$ cat src/rtl/pll_seq_pkg.sv
package pll_seq_pkg;

  localparam int MULT_W = 13;
  localparam int RDIV_W = 6;
  localparam int ODIV_W = 4;
  localparam int BW_W   = 12;
  localparam int KEY_W  = 32;

  typedef enum logic [3:0] {
    ST_IDLE,
    ST_BIAS,
    ST_MUX_WAIT,
    ST_BYP_SET,
    ST_PD_WAIT,
    ST_PROG,
    ST_GO_IDLE,
    ST_GO_REQ,
    ST_GO_SETTLE,
    ST_GO_WAIT,
    ST_RST_WAIT,
    ST_LOCK_WAIT,
    ST_BYP_CLR
  } seq_state_e;

  typedef struct packed {
    logic [5:0] m_lo;
    logic [6:0] m_hi;
    logic [7:0] bw_lo;
    logic [3:0] bw_hi;
    logic [RDIV_W-1:0] rdiv;
    logic [ODIV_W-1:0] odiv;
  } pll_fields_t;

  // Bandwidth value: half the multiplier, floored at one, then minus one.
  function automatic logic [BW_W-1:0] bw_code(input logic [MULT_W-1:0] m);
    logic [BW_W-1:0] half;
    half = (m < MULT_W'(2)) ? BW_W'(1) : BW_W'(m >> 1);
    return half - BW_W'(1);
  endfunction

  function automatic pll_fields_t encode_fields(input logic [MULT_W-1:0] m,
                                                input logic [RDIV_W-1:0] d,
                                                input logic [ODIV_W-1:0] od);
    pll_fields_t f;
    logic [MULT_W-1:0] mm;
    logic [BW_W-1:0]   bw;
    mm     = m - MULT_W'(1);
    bw     = bw_code(m);
    f.m_lo  = mm[5:0];
    f.m_hi  = mm[12:6];
    f.bw_lo = bw[7:0];
    f.bw_hi = bw[11:8];
    f.rdiv  = d - RDIV_W'(1);
    f.odiv  = od - ODIV_W'(1);
    return f;
  endfunction

  function automatic logic cfg_valid(input logic [MULT_W-1:0] m,
                                     input logic [RDIV_W-1:0] d,
                                     input logic [ODIV_W-1:0] od);
    return (m != '0) && (d != '0) && (od != '0);
  endfunction

  function automatic int ns_to_cycles(input int khz, input int ns);
    return (khz * ns + 999999) / 1000000;
  endfunction

  function automatic int max4(input int a, input int b, input int c, input int d);
    int r;
    r = a;
    if (b > r) r = b;
    if (c > r) r = c;
    if (d > r) r = d;
    return r;
  endfunction

endpackage

$ cat src/rtl/pll_seq_timer.sv
module pll_seq_timer #(
  parameter int TW = 12
) (
  input  logic          clk,
  input  logic          rst_n,
  input  logic          load,
  input  logic [TW-1:0] load_val,
  output logic          expired
);
  logic [TW-1:0] cnt;

  // Loading N keeps the wait state for exactly N cycles.
  always_ff @(posedge clk or negedge rst_n) begin
    if (!rst_n)          cnt <= '0;
    else if (load)       cnt <= load_val - TW'(1);
    else if (cnt != '0)  cnt <= cnt - TW'(1);
  end

  assign expired = (cnt == '0);
endmodule

$ cat src/rtl/pll_seq_encode.sv
module pll_seq_encode
  import pll_seq_pkg::*;
(
  input  logic [MULT_W-1:0] mult,
  input  logic [RDIV_W-1:0] rdiv,
  input  logic [ODIV_W-1:0] odiv,
  output pll_fields_t       fields
);
  always_comb fields = encode_fields(mult, rdiv, odiv);
endmodule

$ cat src/rtl/pll_seq_keygate.sv
module pll_seq_keygate #(
  parameter int KW = 32,
  parameter logic [KW-1:0] KEY_A = '0,
  parameter logic [KW-1:0] KEY_B = '0
) (
  input  logic          clk,
  input  logic          rst_n,
  input  logic          wr,
  input  logic          sel,
  input  logic [KW-1:0] data,
  input  logic          relock,
  output logic          unlocked
);
  logic [KW-1:0] slot [2];

  for (genvar g = 0; g < 2; g++) begin : g_slot
    always_ff @(posedge clk or negedge rst_n) begin
      if (!rst_n)                        slot[g] <= '0;
      else if (relock)                   slot[g] <= '0;
      else if (wr && (sel == 1'(g)))     slot[g] <= data;
    end
  end

  assign unlocked = (slot[0] == KEY_A) && (slot[1] == KEY_B);
endmodule

$ cat src/rtl/pll_bringup_seq.sv
module pll_bringup_seq
  import pll_seq_pkg::*;
#(
  parameter int CLKIN_KHZ = 122880,
  parameter int PD_NS     = 5000,
  parameter int MUX_CYC   = 4,
  parameter int RST_CYC   = 128,
  parameter int LOCK_CYC  = 2000,
  parameter logic [31:0] KEY0 = 32'hC0DE_5A17,
  parameter logic [31:0] KEY1 = 32'h7E11_A93B
) (
  input  logic        clk,
  input  logic        rst_n,
  input  logic        start,
  input  logic [12:0] cfg_mult,
  input  logic [5:0]  cfg_refdiv,
  input  logic [3:0]  cfg_outdiv,
  input  logic        key_wr,
  input  logic        key_sel,
  input  logic [31:0] key_data,
  input  logic        go_busy,
  output logic        go_req,
  output logic        bias_en,
  output logic        mux_en,
  output logic        bypass,
  output logic        pwr_dn,
  output logic        pll_rst,
  output logic [5:0]  mult_lo,
  output logic [6:0]  mult_hi,
  output logic [7:0]  bw_lo,
  output logic [3:0]  bw_hi,
  output logic [5:0]  rdiv_fld,
  output logic [3:0]  odiv_fld,
  output logic        busy,
  output logic        done,
  output logic        err
);
  localparam int PD_CYC   = ns_to_cycles(CLKIN_KHZ, PD_NS);
  localparam int WAIT_MAX = max4(MUX_CYC, PD_CYC, RST_CYC, LOCK_CYC);
  localparam int TW       = $clog2(WAIT_MAX + 1);

  seq_state_e        state;
  logic              cold_q;
  logic [MULT_W-1:0] mult_q;
  logic [RDIV_W-1:0] rdiv_q;
  logic [ODIV_W-1:0] odiv_q;
  pll_fields_t       fields_q;
  pll_fields_t       fields_enc;

  // Named internal events, observed by the checker.
  logic unlocked;
  logic start_acc;
  logic cfg_ok;
  logic t_expired;
  logic t_load;
  logic [TW-1:0] t_val;
  logic relock;

  assign cfg_ok    = cfg_valid(cfg_mult, cfg_refdiv, cfg_outdiv);
  assign start_acc = start && unlocked && (state == ST_IDLE);
  assign relock    = (state == ST_BYP_CLR);
  assign busy      = (state != ST_IDLE);
  assign go_req    = (state == ST_GO_REQ);

  pll_seq_keygate #(.KW(KEY_W), .KEY_A(KEY0), .KEY_B(KEY1)) u_keys (
    .clk(clk), .rst_n(rst_n), .wr(key_wr), .sel(key_sel), .data(key_data),
    .relock(relock), .unlocked(unlocked)
  );

  pll_seq_encode u_enc (
    .mult(mult_q), .rdiv(rdiv_q), .odiv(odiv_q), .fields(fields_enc)
  );

  pll_seq_timer #(.TW(TW)) u_timer (
    .clk(clk), .rst_n(rst_n), .load(t_load), .load_val(t_val), .expired(t_expired)
  );

  // Pick which wait to start, if any, on this edge.
  always_comb begin
    t_load = 1'b0;
    t_val  = TW'(MUX_CYC);
    unique case (state)
      ST_IDLE: if (start_acc && cfg_ok && !bypass) t_load = 1'b1;
      ST_BIAS: t_load = 1'b1;
      ST_BYP_SET: begin t_load = 1'b1; t_val = TW'(PD_CYC); end
      ST_GO_WAIT: if (!go_busy) begin t_load = 1'b1; t_val = TW'(RST_CYC); end
      ST_RST_WAIT: if (t_expired) begin t_load = 1'b1; t_val = TW'(LOCK_CYC); end
      default: ;
    endcase
  end

  always_ff @(posedge clk or negedge rst_n) begin
    if (!rst_n) begin
      state    <= ST_IDLE;
      bias_en  <= 1'b0;
      mux_en   <= 1'b0;
      bypass   <= 1'b1;
      pwr_dn   <= 1'b0;
      pll_rst  <= 1'b0;
      done     <= 1'b0;
      err      <= 1'b0;
      cold_q   <= 1'b0;
      mult_q   <= '0;
      rdiv_q   <= '0;
      odiv_q   <= '0;
      fields_q <= '0;
    end else begin
      unique case (state)
        ST_IDLE: begin
          if (start_acc) begin
            if (!cfg_ok) begin
              err <= 1'b1;
            end else begin
              err    <= 1'b0;
              done   <= 1'b0;
              mult_q <= cfg_mult;
              rdiv_q <= cfg_refdiv;
              odiv_q <= cfg_outdiv;
              cold_q <= bypass;
              if (bypass) begin
                bias_en <= 1'b1;
                state   <= ST_BIAS;
              end else begin
                mux_en <= 1'b0;
                state  <= ST_MUX_WAIT;
              end
            end
          end
        end
        ST_BIAS: begin
          mux_en <= 1'b0;
          state  <= ST_MUX_WAIT;
        end
        ST_MUX_WAIT: begin
          if (t_expired) begin
            if (cold_q) begin
              bypass <= 1'b1;
              state  <= ST_BYP_SET;
            end else begin
              state <= ST_PROG;
            end
          end
        end
        ST_BYP_SET: begin
          pwr_dn <= 1'b1;
          state  <= ST_PD_WAIT;
        end
        ST_PD_WAIT: begin
          if (t_expired) begin
            pwr_dn <= 1'b0;
            state  <= ST_PROG;
          end
        end
        ST_PROG: begin
          fields_q <= fields_enc;
          state    <= ST_GO_IDLE;
        end
        ST_GO_IDLE:   if (!go_busy) state <= ST_GO_REQ;
        ST_GO_REQ:    state <= ST_GO_SETTLE;
        ST_GO_SETTLE: state <= ST_GO_WAIT;
        ST_GO_WAIT: begin
          if (!go_busy) begin
            pll_rst <= 1'b1;
            state   <= ST_RST_WAIT;
          end
        end
        ST_RST_WAIT: begin
          if (t_expired) begin
            pll_rst <= 1'b0;
            state   <= ST_LOCK_WAIT;
          end
        end
        ST_LOCK_WAIT: begin
          if (t_expired) begin
            bypass <= 1'b0;
            state  <= ST_BYP_CLR;
          end
        end
        ST_BYP_CLR: begin
          mux_en <= 1'b1;
          done   <= 1'b1;
          state  <= ST_IDLE;
        end
        default: state <= ST_IDLE;
      endcase
    end
  end

  assign mult_lo  = fields_q.m_lo;
  assign mult_hi  = fields_q.m_hi;
  assign bw_lo    = fields_q.bw_lo;
  assign bw_hi    = fields_q.bw_hi;
  assign rdiv_fld = fields_q.rdiv;
  assign odiv_fld = fields_q.odiv;
endmodule

$ cat config.mk
export PLATFORM = sky130hd
export DESIGN_NAME = pll_bringup_seq
export DESIGN_NICKNAME = d
export VERILOG_FILES = /design/src/rtl/pll_seq_pkg.sv /design/src/rtl/pll_seq_timer.sv /design/src/rtl/pll_seq_encode.sv /design/src/rtl/pll_seq_keygate.sv /design/src/rtl/pll_bringup_seq.sv
export SDC_FILE = /design/constraint.sdc
export NUM_CORES = 1
export LEC_CHECK = 0
export BUFFER_PORTS_ARGS = -buffer_cell sky130_fd_sc_hd__clkbuf_2
export CAP_MARGIN = 15
export CORE_MARGIN = 3
export CORE_UTILIZATION = 52
export DETAILED_ROUTE_END_ITERATION = 16
export GPL_ROUTABILITY_DRIVEN = 0
export GPL_TIMING_DRIVEN = 0
export PLACE_DENSITY = 0.76
export SKIP_LAST_GASP = 1
export SYNTH_ARGS = -nofsm -noshare
export SYNTH_HDL_FRONTEND = slang
export SYNTH_HIERARCHICAL = 1
export SYNTH_SLANG_ARGS = --single-unit
$ cat constraint.sdc
create_clock -name clk -period 4 [get_ports clk]
set_clock_uncertainty 0.1 [all_clocks]
set_input_delay 0.8 -clock clk [delete_from_list [all_inputs] [get_ports clk]]
set_output_delay 0.8 -clock clk [all_outputs]
set_load 0.05 [all_outputs]
==> key figures, run 1 <==
Placement
  – Post-Place Cells: 993
  – Post-DP Area: 8071 µm²
  – # port buffers: 104
  – DP HPWL: 12,340 µm

Yosys
  – Syn avg cell area: 10.28 µm²
  – Ys flop type: dfrtp_1
  – Netlist cell types: 67
  – Largest cells by area after synthesis: dfrtp_1 50%, nand2_1 7.6%, mux2_2 6.5%
  – Commonest cells post-synth: 148 x nand2_1, 144 x dfrtp_1, 75 x a21oi_1
  – Sequential share of the synthesized area: 49.86%
  – Synth Area in Compound Gates: 10.42%
  – Synth Area in Simple Gates: 19.39%
  – Multiplexer area fraction after synthesis: 11.17%
  – Post-synth EDFFs: 0
  – Synth Warn #: 6
  – Mapped Cells: 708
  – Post-Syn Area: 7279 µm²
  – Largest family of logic cells by synthesized area: simple AND/OR/NAND/NOR gates
  – Synth Area in XOR/XNOR: 3.730%
  – Yosys top cell by area: dfrtp_1
  – Post-synthesis adder-cell area fraction: 0.8594%
  – Asr flop ratio synth: 100.0%
  – Most common cell in the netlist: nand2_1
  – Synth top area share: 49.50%
  – Flops & latches, synth: 145

Floorplan
  – DIE AREA: 15,450 µm²
  – Core Area: 13,450 µm²
  – Die width: 124.3 µm
  – Initial Util: 54.11%
  – # IOs: 105
  – FP Rows: 42
  – Die Ht: 124.3 µm

Power
  – Cell-internal power: 0.002761 W
  – Comb pwr share: 6.2%
  – Switching pwr: 0.0008085 W
  – Worst VDD drop: 0.2961 mV
  – Switch share: 22.65%
  – PwrDens: 399.3 nW/µm²
  – Sequential power share: 44.8%
  – Leakage: 4.284 nW
  – Clk network pwr share: 49.0%

Clock tree
  – Clock transition at the registers of the reported paths: 0.06 ns
  – Clock Tree Buf Depth: 2
  – Num CTS Buffers: 17
  – Worst skew pair latency: 0.42 ns
  – H-tree levels: 4
  – Hold buffer count at CTS: 0
  – CTS Sinks: 145
  – Root buffer cell: clkbuf_16
  – CTS tree: built

Final layout
  – Layout Utilization: 66.45%
  – Post-route cell area: 8940 µm²
  – Ant diodes: 0
  – Total Nets Final: 915
  – Area Overhead vs Synth: 22.81%
  – Final cell count without fillers: 1,038
  – Fraction of layout cells with a size suffix above 1: 31.09%

Global routing
  – Vias in the first global route: 5,835
  – First-pass GRT wire length: 28,940 µm
  – Largest net degree at the start of global routing: 101
  – Global route total overflow: 0
  – Total track usage: 22.78%
  – Antenna violations before repair: 0

STA
  – Slew HR: 22.45%
  – Final setup violation count: 0
  – Slew Limit Fails: 0
  – Final Hold Viols: 0
  – Worst-margin pin slew: 1.154 ns
  – Setup tns final: 0 ns
  – RSZ-0062 raised after global routing: no
  – Max Clk Rate: 0.2648 GHz
  – Tmin final: 3.776 ns
  – Hold WS: 0.2110 ns
  – Post-route clock period utilization: 94.40%

Outcome
  – Status: complete, no violations

Drt
  – Post-DR wirelength/cell: 16.68 µm
  – Post-Route WL: 17,310 µm
  – Post-DRT Antenna Nets: 0
  – DRT Pass-1 Iters: 5
  – DR iter-0 viols: 453
  – Vias: 5,834
  – DRC viols: 0
  – Vias per cell: 5.620

Worst setup path
  – Critical path depth: 16
  – Crit. End Element: flip-flop
  – Crit-path leading delay family: simple AND/OR/NAND/NOR gates
  – Crit-path max FO: 8
  – CP max stage cell: dfrtp_1
  – Setup Crit Path Kind: flip-flop to flip-flop
  – Worst Reg-to-Reg Cells: 16
  – Worst EP required: 4.22 ns
  – Critical-path cell list: nor4bb_2 > nand4_1 > nor4_2 > nand2_2 > a211oi_4 > buf_6 > nand3_4 > buf_12 > o22ai_4 > buf_8 > mux2i_4 > ha_2 > or2b_4 > nor4_4 > nor3_2 > o32ai_2
  – Max incr delay on CP: 0.40 ns
  – Crit path DAT: 4.00 ns
  – Crit path buf inv count: 3
  – Startpoint Class: flip-flop

Hold path
  – Worst hold path class: primary input to async pin

Job
  – Maxcap violations: 0
## layout by cell type (no fill, tap or decap), types with 5 or more instances in the layout
master and instances:
nand2_1 147, dfrtp_1 144, clkbuf_2 103, a21oi_1 75, mux2_2 42, nor2_1 24, inv_1 19, o21ai_0 19
buf_4 19, mux2_4 18, xor2_1 18, nor3_1 17, clkbuf_16 17, buf_2 14, xnor2_1 13, clkbuf_1 12
nor4_1 11, nand4_1 8, buf_6 7, nand2b_1 7, nor3b_1 6, and4b_1 6, mux2i_1 6, bufinv_16 5
conb_1 5
## worst paths after layout
| check | endpoint | from | slack (ns) |
|---|---|---|---|
| worst max register to register | u_timer/cnt[8]$_DFFE_PN0P_ | u_keys/slot[31]$_DFFE_PN0P_ | 0.22 |
| worst min-delay path | rdiv_fld[0]$_DFFE_PN0P_ | rst_n | 0.21 |
| min in group clk | bias_en$_DFFE_PN0P_ | bias_en$_DFFE_PN0P_ | 0.39 |
| worst min register to register | bias_en$_DFFE_PN0P_ | bias_en$_DFFE_PN0P_ | 0.39 |
| max in group asynchronous | bypass$_DFFE_PN1P_ | rst_n | 2.79 |
| worst max-delay path | u_timer/cnt[8]$_DFFE_PN0P_ | u_keys/slot[31]$_DFFE_PN0P_ | 0.22 |
## metrics by stage
step | total power (W) | setup slack [ns]
6_report | 0.003570 | 0.2242
5_1_grt | 0.003715 | 0.03047
3_3_place_gp | 0.001819 | -0.7118
2_1_floorplan | 0.001722 | 0.1392
4_1_cts | 0.003592 | 0.01897
3_5_place_dp | 0.001836 | -0.8360
## flip-flops by register name, indices dropped and copies added (netlist names), 4 cells and up
name	cells
rdiv_q	6
mult_hi	7
mult_q	13
odiv_q	4
bw_lo	8
bw_hi	4
u_timer/cnt	11
rdiv_fld	6
odiv_fld	4
state	4
mult_lo	6
u_keys/slot	64
## cell type report
cell class / count / area, µm²
tap: 176 / 220.2
timing repair buffer: 119 / 663.1
inverter: 20 / 75.07
fill: 1032 / 4513
sequential: 145 / 3630
clock inverter: 15 / 230.2
clock buffer: 17 / 425.4
buffer: 40 / 265.3
multi-input combinational: 506 / 3431
## repair_timing
| item | in CTS | in global routing |
|---|---|---|
| pin swaps | 9 | 5 |
| setup endpoints to repair | 5 | 3 |
| cloned | 0 | 0 |
| setup buffers | 9 | 4 |
| gates resized for setup | 15 | 9 |
## cells by family (layout without fill, tap and decap cells)
group / Yosys count / in the layout
simple gates: 269 / 269
other cells: 1 / 5
flops: 145 / 145
xor+xnor: 31 / 31
mux: 67 / 67
fa+ha+maj: 5 / 5
compound gates: 129 / 129
buf+inv: 61 / 211
## per-layer routing
| layer | global-route usage (%) | up-vias | wire, µm |
|---|---|---|---|
| li1 | - | 2757 | - |
| met1 | 31.54 | 2867 | 7805 |
| met5 | 0 | - | 0 |
| met4 | 6.061 | 0 | 181 |
| met2 | 35.91 | 193 | 8379 |
| met3 | 5.961 | 17 | 943 |
## worst register-to-register path: cells and delay by family, from the launching register on
kind                       cells  cell delay [ns]
AOI/OAI and AO/OA              3             0.58
adders and majority gates      1             0.20
buffers and inverters          3             0.46
DFF                            1             0.40
muxes                          1             0.22
and+or+nand+nor                8             1.73
## power groups by stage
stage / registers (W) / logic [W] / clock network (W)
final: 0.00160 / 0.000222 / 0.00175
after global routing: 0.00161 / 0.000250 / 0.00186
after CTS: 0.00159 / 0.000221 / 0.00178
after detailed placement: 0.00162 / 0.000217 / 0
after global placement: 0.00161 / 0.000205 / 0
after floorplan: 0.00160 / 0.000119 / 0
No activity file was read; power rests on OpenSTA's default activity.
==> run 2, diff against run 1 <==
Settings changed: CAP_MARGIN 15 to 20, RECOVER_POWER set to 100.
==> key figures, run 2 (synthesis gave the netlist of run 1 again) <==
Global routing
  – Global route total overflow: 0 (unchanged)
  – Vias in the first global route: 5,835 (unchanged)
  – Antenna violations before repair: 0 (unchanged)
  – Met1 usage: 31.54% (unchanged)
  – Met3 usage: 5.961% (unchanged)
  – Total track usage: 22.78% (unchanged)
  – GR Util met2: 35.91% (unchanged)
  – Largest net degree at the start of global routing: 101 (unchanged)
  – GRT busiest layer: met2
  – First-pass GRT wire length: 28,940 µm (unchanged)

Clock tree
  – Root buffer cell: clkbuf_16
  – Num CTS Buffers: 17 (unchanged)
  – CTS tree: built
  – Clock transition at the registers of the reported paths: 0.06 ns (about the same)
  – CTS Sinks: 145 (unchanged)
  – Clock Tree Buf Depth: 2 (unchanged)
  – H-tree levels: 4 (unchanged)
  – Worst skew pair latency: 0.42 ns (about the same)

STA
  – Final Hold Viols: 0 (unchanged)
  – Post-route clock period utilization: 95.01% (+0.61 points)
  – Max Clk Rate: 0.2631 GHz (-0.64%)
  – Setup tns final: 0 ns (unchanged)
  – Tmin final: 3.800 ns (+0.02445 ns)
  – Worst-margin pin slew: 2.484 ns (+1.329 ns)
  – Hold WS: 0.3890 ns (+0.1779 ns)
  – Final setup violation count: 0 (unchanged)
  – Slew Limit Fails: 46 (+46)
  – Slew HR: -65.58% (-88 points)
  – RSZ-0062 raised after global routing: no

Power
  – Worst VDD drop: 0.2961 mV (about the same)
  – Cell-internal power: 0.002760 W (about the same)
  – Comb pwr share: 6.2% (about the same)
  – Overall Power: 0.003567 W (about the same)
  – Clk network pwr share: 49.0% (about the same)
  – Sequential power share: 44.8% (about the same)
  – Leakage: 4.054 nW (-5.4%)
  – Switch share: 22.61% (-0.037 points)
  – PwrDens: 407.1 nW/µm² (+2.0%)
  – Switching pwr: 0.0008066 W (-0.24%)

Final layout
  – Register area: 3630 µm² (unchanged)
  – Max reg flops: 64 (unchanged)
  – Area Overhead vs Synth: 20.35%
  – Fraction of layout cells with a size suffix above 1: 22.92% (-8.2 points)
  – Layout Utilization: 65.12% (-1.3 points)
  – Top flop regs: u_keys/slot: 64 flops, mult_q: 13 flops, u_timer/cnt: 11 flops
  – Post-route cell area: 8761 µm² (-2.0%)
  – Most frequent cells in the layout: 147 x nand2_1, 144 x dfrtp_1, 75 x a21oi_1, 66 x clkbuf_1, 61 x clkbuf_2
  – Ant diodes: 0 (unchanged)
  – Most flops, register: u_keys/slot
  – Commonest non-fill, non-tap cell in the layout: nand2_1
  – Multi-input gate area: 3357 µm² (-2.2%)
  – Filler instances: 1,089 (+5.5%)
  – Total Nets Final: 917 (+0.22%)

Floorplan
  – Die width: 124.3 µm (unchanged)
  – Core Area: 13,450 µm² (unchanged)
  – FP Rows: 42 (unchanged)
  – Die Ht: 124.3 µm (unchanged)
  – Initial Util: 54.11% (unchanged)
  – DIE AREA: 15,450 µm² (unchanged)
  – # IOs: 105 (unchanged)

Drt
  – Post-DRT Antenna Nets: 0 (unchanged)
  – Vias: 5,874 (+0.69%)
  – Post-Route WL: 17,380 µm (+0.42%)
  – Vias per cell: 5.648 (+0.49%)
  – DRT Pass-1 Iters: 5 (unchanged)
  – Post-DR wirelength/cell: 16.71 µm (+0.22%)
  – DR iter-0 viols: 367 (-19%)
  – DRC viols: 0 (unchanged)

Placement
  – # port buffers: 104 (unchanged)
  – DP HPWL: 12,340 µm (unchanged)
  – Post-DP Area: 8071 µm² (unchanged)

Worst setup path
  – Crit path DAT: 4.04 ns (+0.04 ns)
  – Worst EP required: 4.24 ns (+0.02 ns)
  – Startpoint Class: flip-flop
  – Crit-path max FO: 8 (unchanged)
  – Worst Reg-to-Reg Cells: 16 (unchanged)
  – Max incr delay on CP: 0.41 ns (about the same)
  – Critical-path cell list: nor4bb_2 > nand4_1 > nor4_2 > nand2_2 > a211oi_4 > buf_6 > nand3_4 > clkbuf_1 > o22ai_4 > buf_8 > mux2i_4 > ha_1 > buf_4 > o221ai_1 > o31a_1 > nor3_1
  – Crit. End Element: flip-flop
  – CP max stage cell: dfrtp_1
  – Setup Crit Path Kind: flip-flop to flip-flop

Hold path
  – Cell depth of the worst hold path: 1
  – Worst hold path class: flip-flop to flip-flop

Outcome
  – Status: finished, violations left
  – Failing checks: max-capacitance violations, max-slew violations

Job
  – Maxcap violations: 1 (+1)
## run 2: critical path: cells and delay by family, from the launching register on
kind                     cells  cell delay (ns)
AO/OA/AOI/OAI                4             0.96
adder cells (fa/ha/maj)      1             0.19
buffers and inverters        4             0.61
flip-flops                   1             0.41
multiplexers                 1             0.22
AND/OR/NAND/NOR              6             1.23
## run 2: timing repair
item | 4_1_cts | 5_1_grt
buffers inserted | 9 | 4
hold buffers | 0 | 0
setup endpoints to repair | 5 | 2
pin swaps | 9 | 5
gates resized for setup | 15 | 9
endpoints found under the hold margin | 0 | 0
## run 2: final cells by class
| class | instances | area share [%] |
|---|---|---|
| plain buffers | 40 | 2.571 |
| clock buffers | 17 | 4.856 |
| clock inverters | 15 | 2.628 |
| inverters | 20 | 0.8569 |
| multi-input cells | 506 | 38.32 |
| flip-flops and latches | 145 | 41.43 |
| well taps | 176 | 2.514 |
| repair buffers | 121 | 6.827 |
## run 2: final timing paths
kind	from	end	slack (ns)
max	u_keys/slot[31]$_DFFE_PN0P_	u_timer/cnt[10]$_DFFE_PN0P_	0.20
min	bias_en$_DFFE_PN0P_	bias_en$_DFFE_PN0P_	0.39
max reg2reg	u_keys/slot[31]$_DFFE_PN0P_	u_timer/cnt[10]$_DFFE_PN0P_	0.20
min reg2reg	bias_en$_DFFE_PN0P_	bias_en$_DFFE_PN0P_	0.39
max in group asynchronous	rst_n	u_keys/slot[54]$_DFFE_PN0P_	1.34
min in group asynchronous	rst_n	rdiv_fld[0]$_DFFE_PN0P_	1.05
## run 2: per-layer routing
metal / part of all wire, % / routed length, µm / vias to the layer above
li1: - / - / 2759
met1: 44 / 7693 / 2870
met2: 48 / 8394 / 234
met3: 6.5 / 1138 / 11
met4: 0.89 / 155 / 0
met5: 0 / 0 / -
## run 2: per-stage QoR
step                setup WS, ns  cells
floorplan                 0.1392    712
global placement         -0.7118    992
detailed placement       -0.8360    993
CTS                      0.01897   1034
global route             0.01836   1040
finish                    0.1997   1040
## run 2: power by group through the flow
stage	Combinational [W]	Clock, W	Sequential (W)
after global placement	0.000205	0	0.00161
after CTS	0.000221	0.00178	0.00159
after detailed placement	0.000217	0	0.00162
after global routing	0.000248	0.00186	0.00161
after floorplan	0.000119	0	0.00160
final	0.000220	0.00175	0.00160
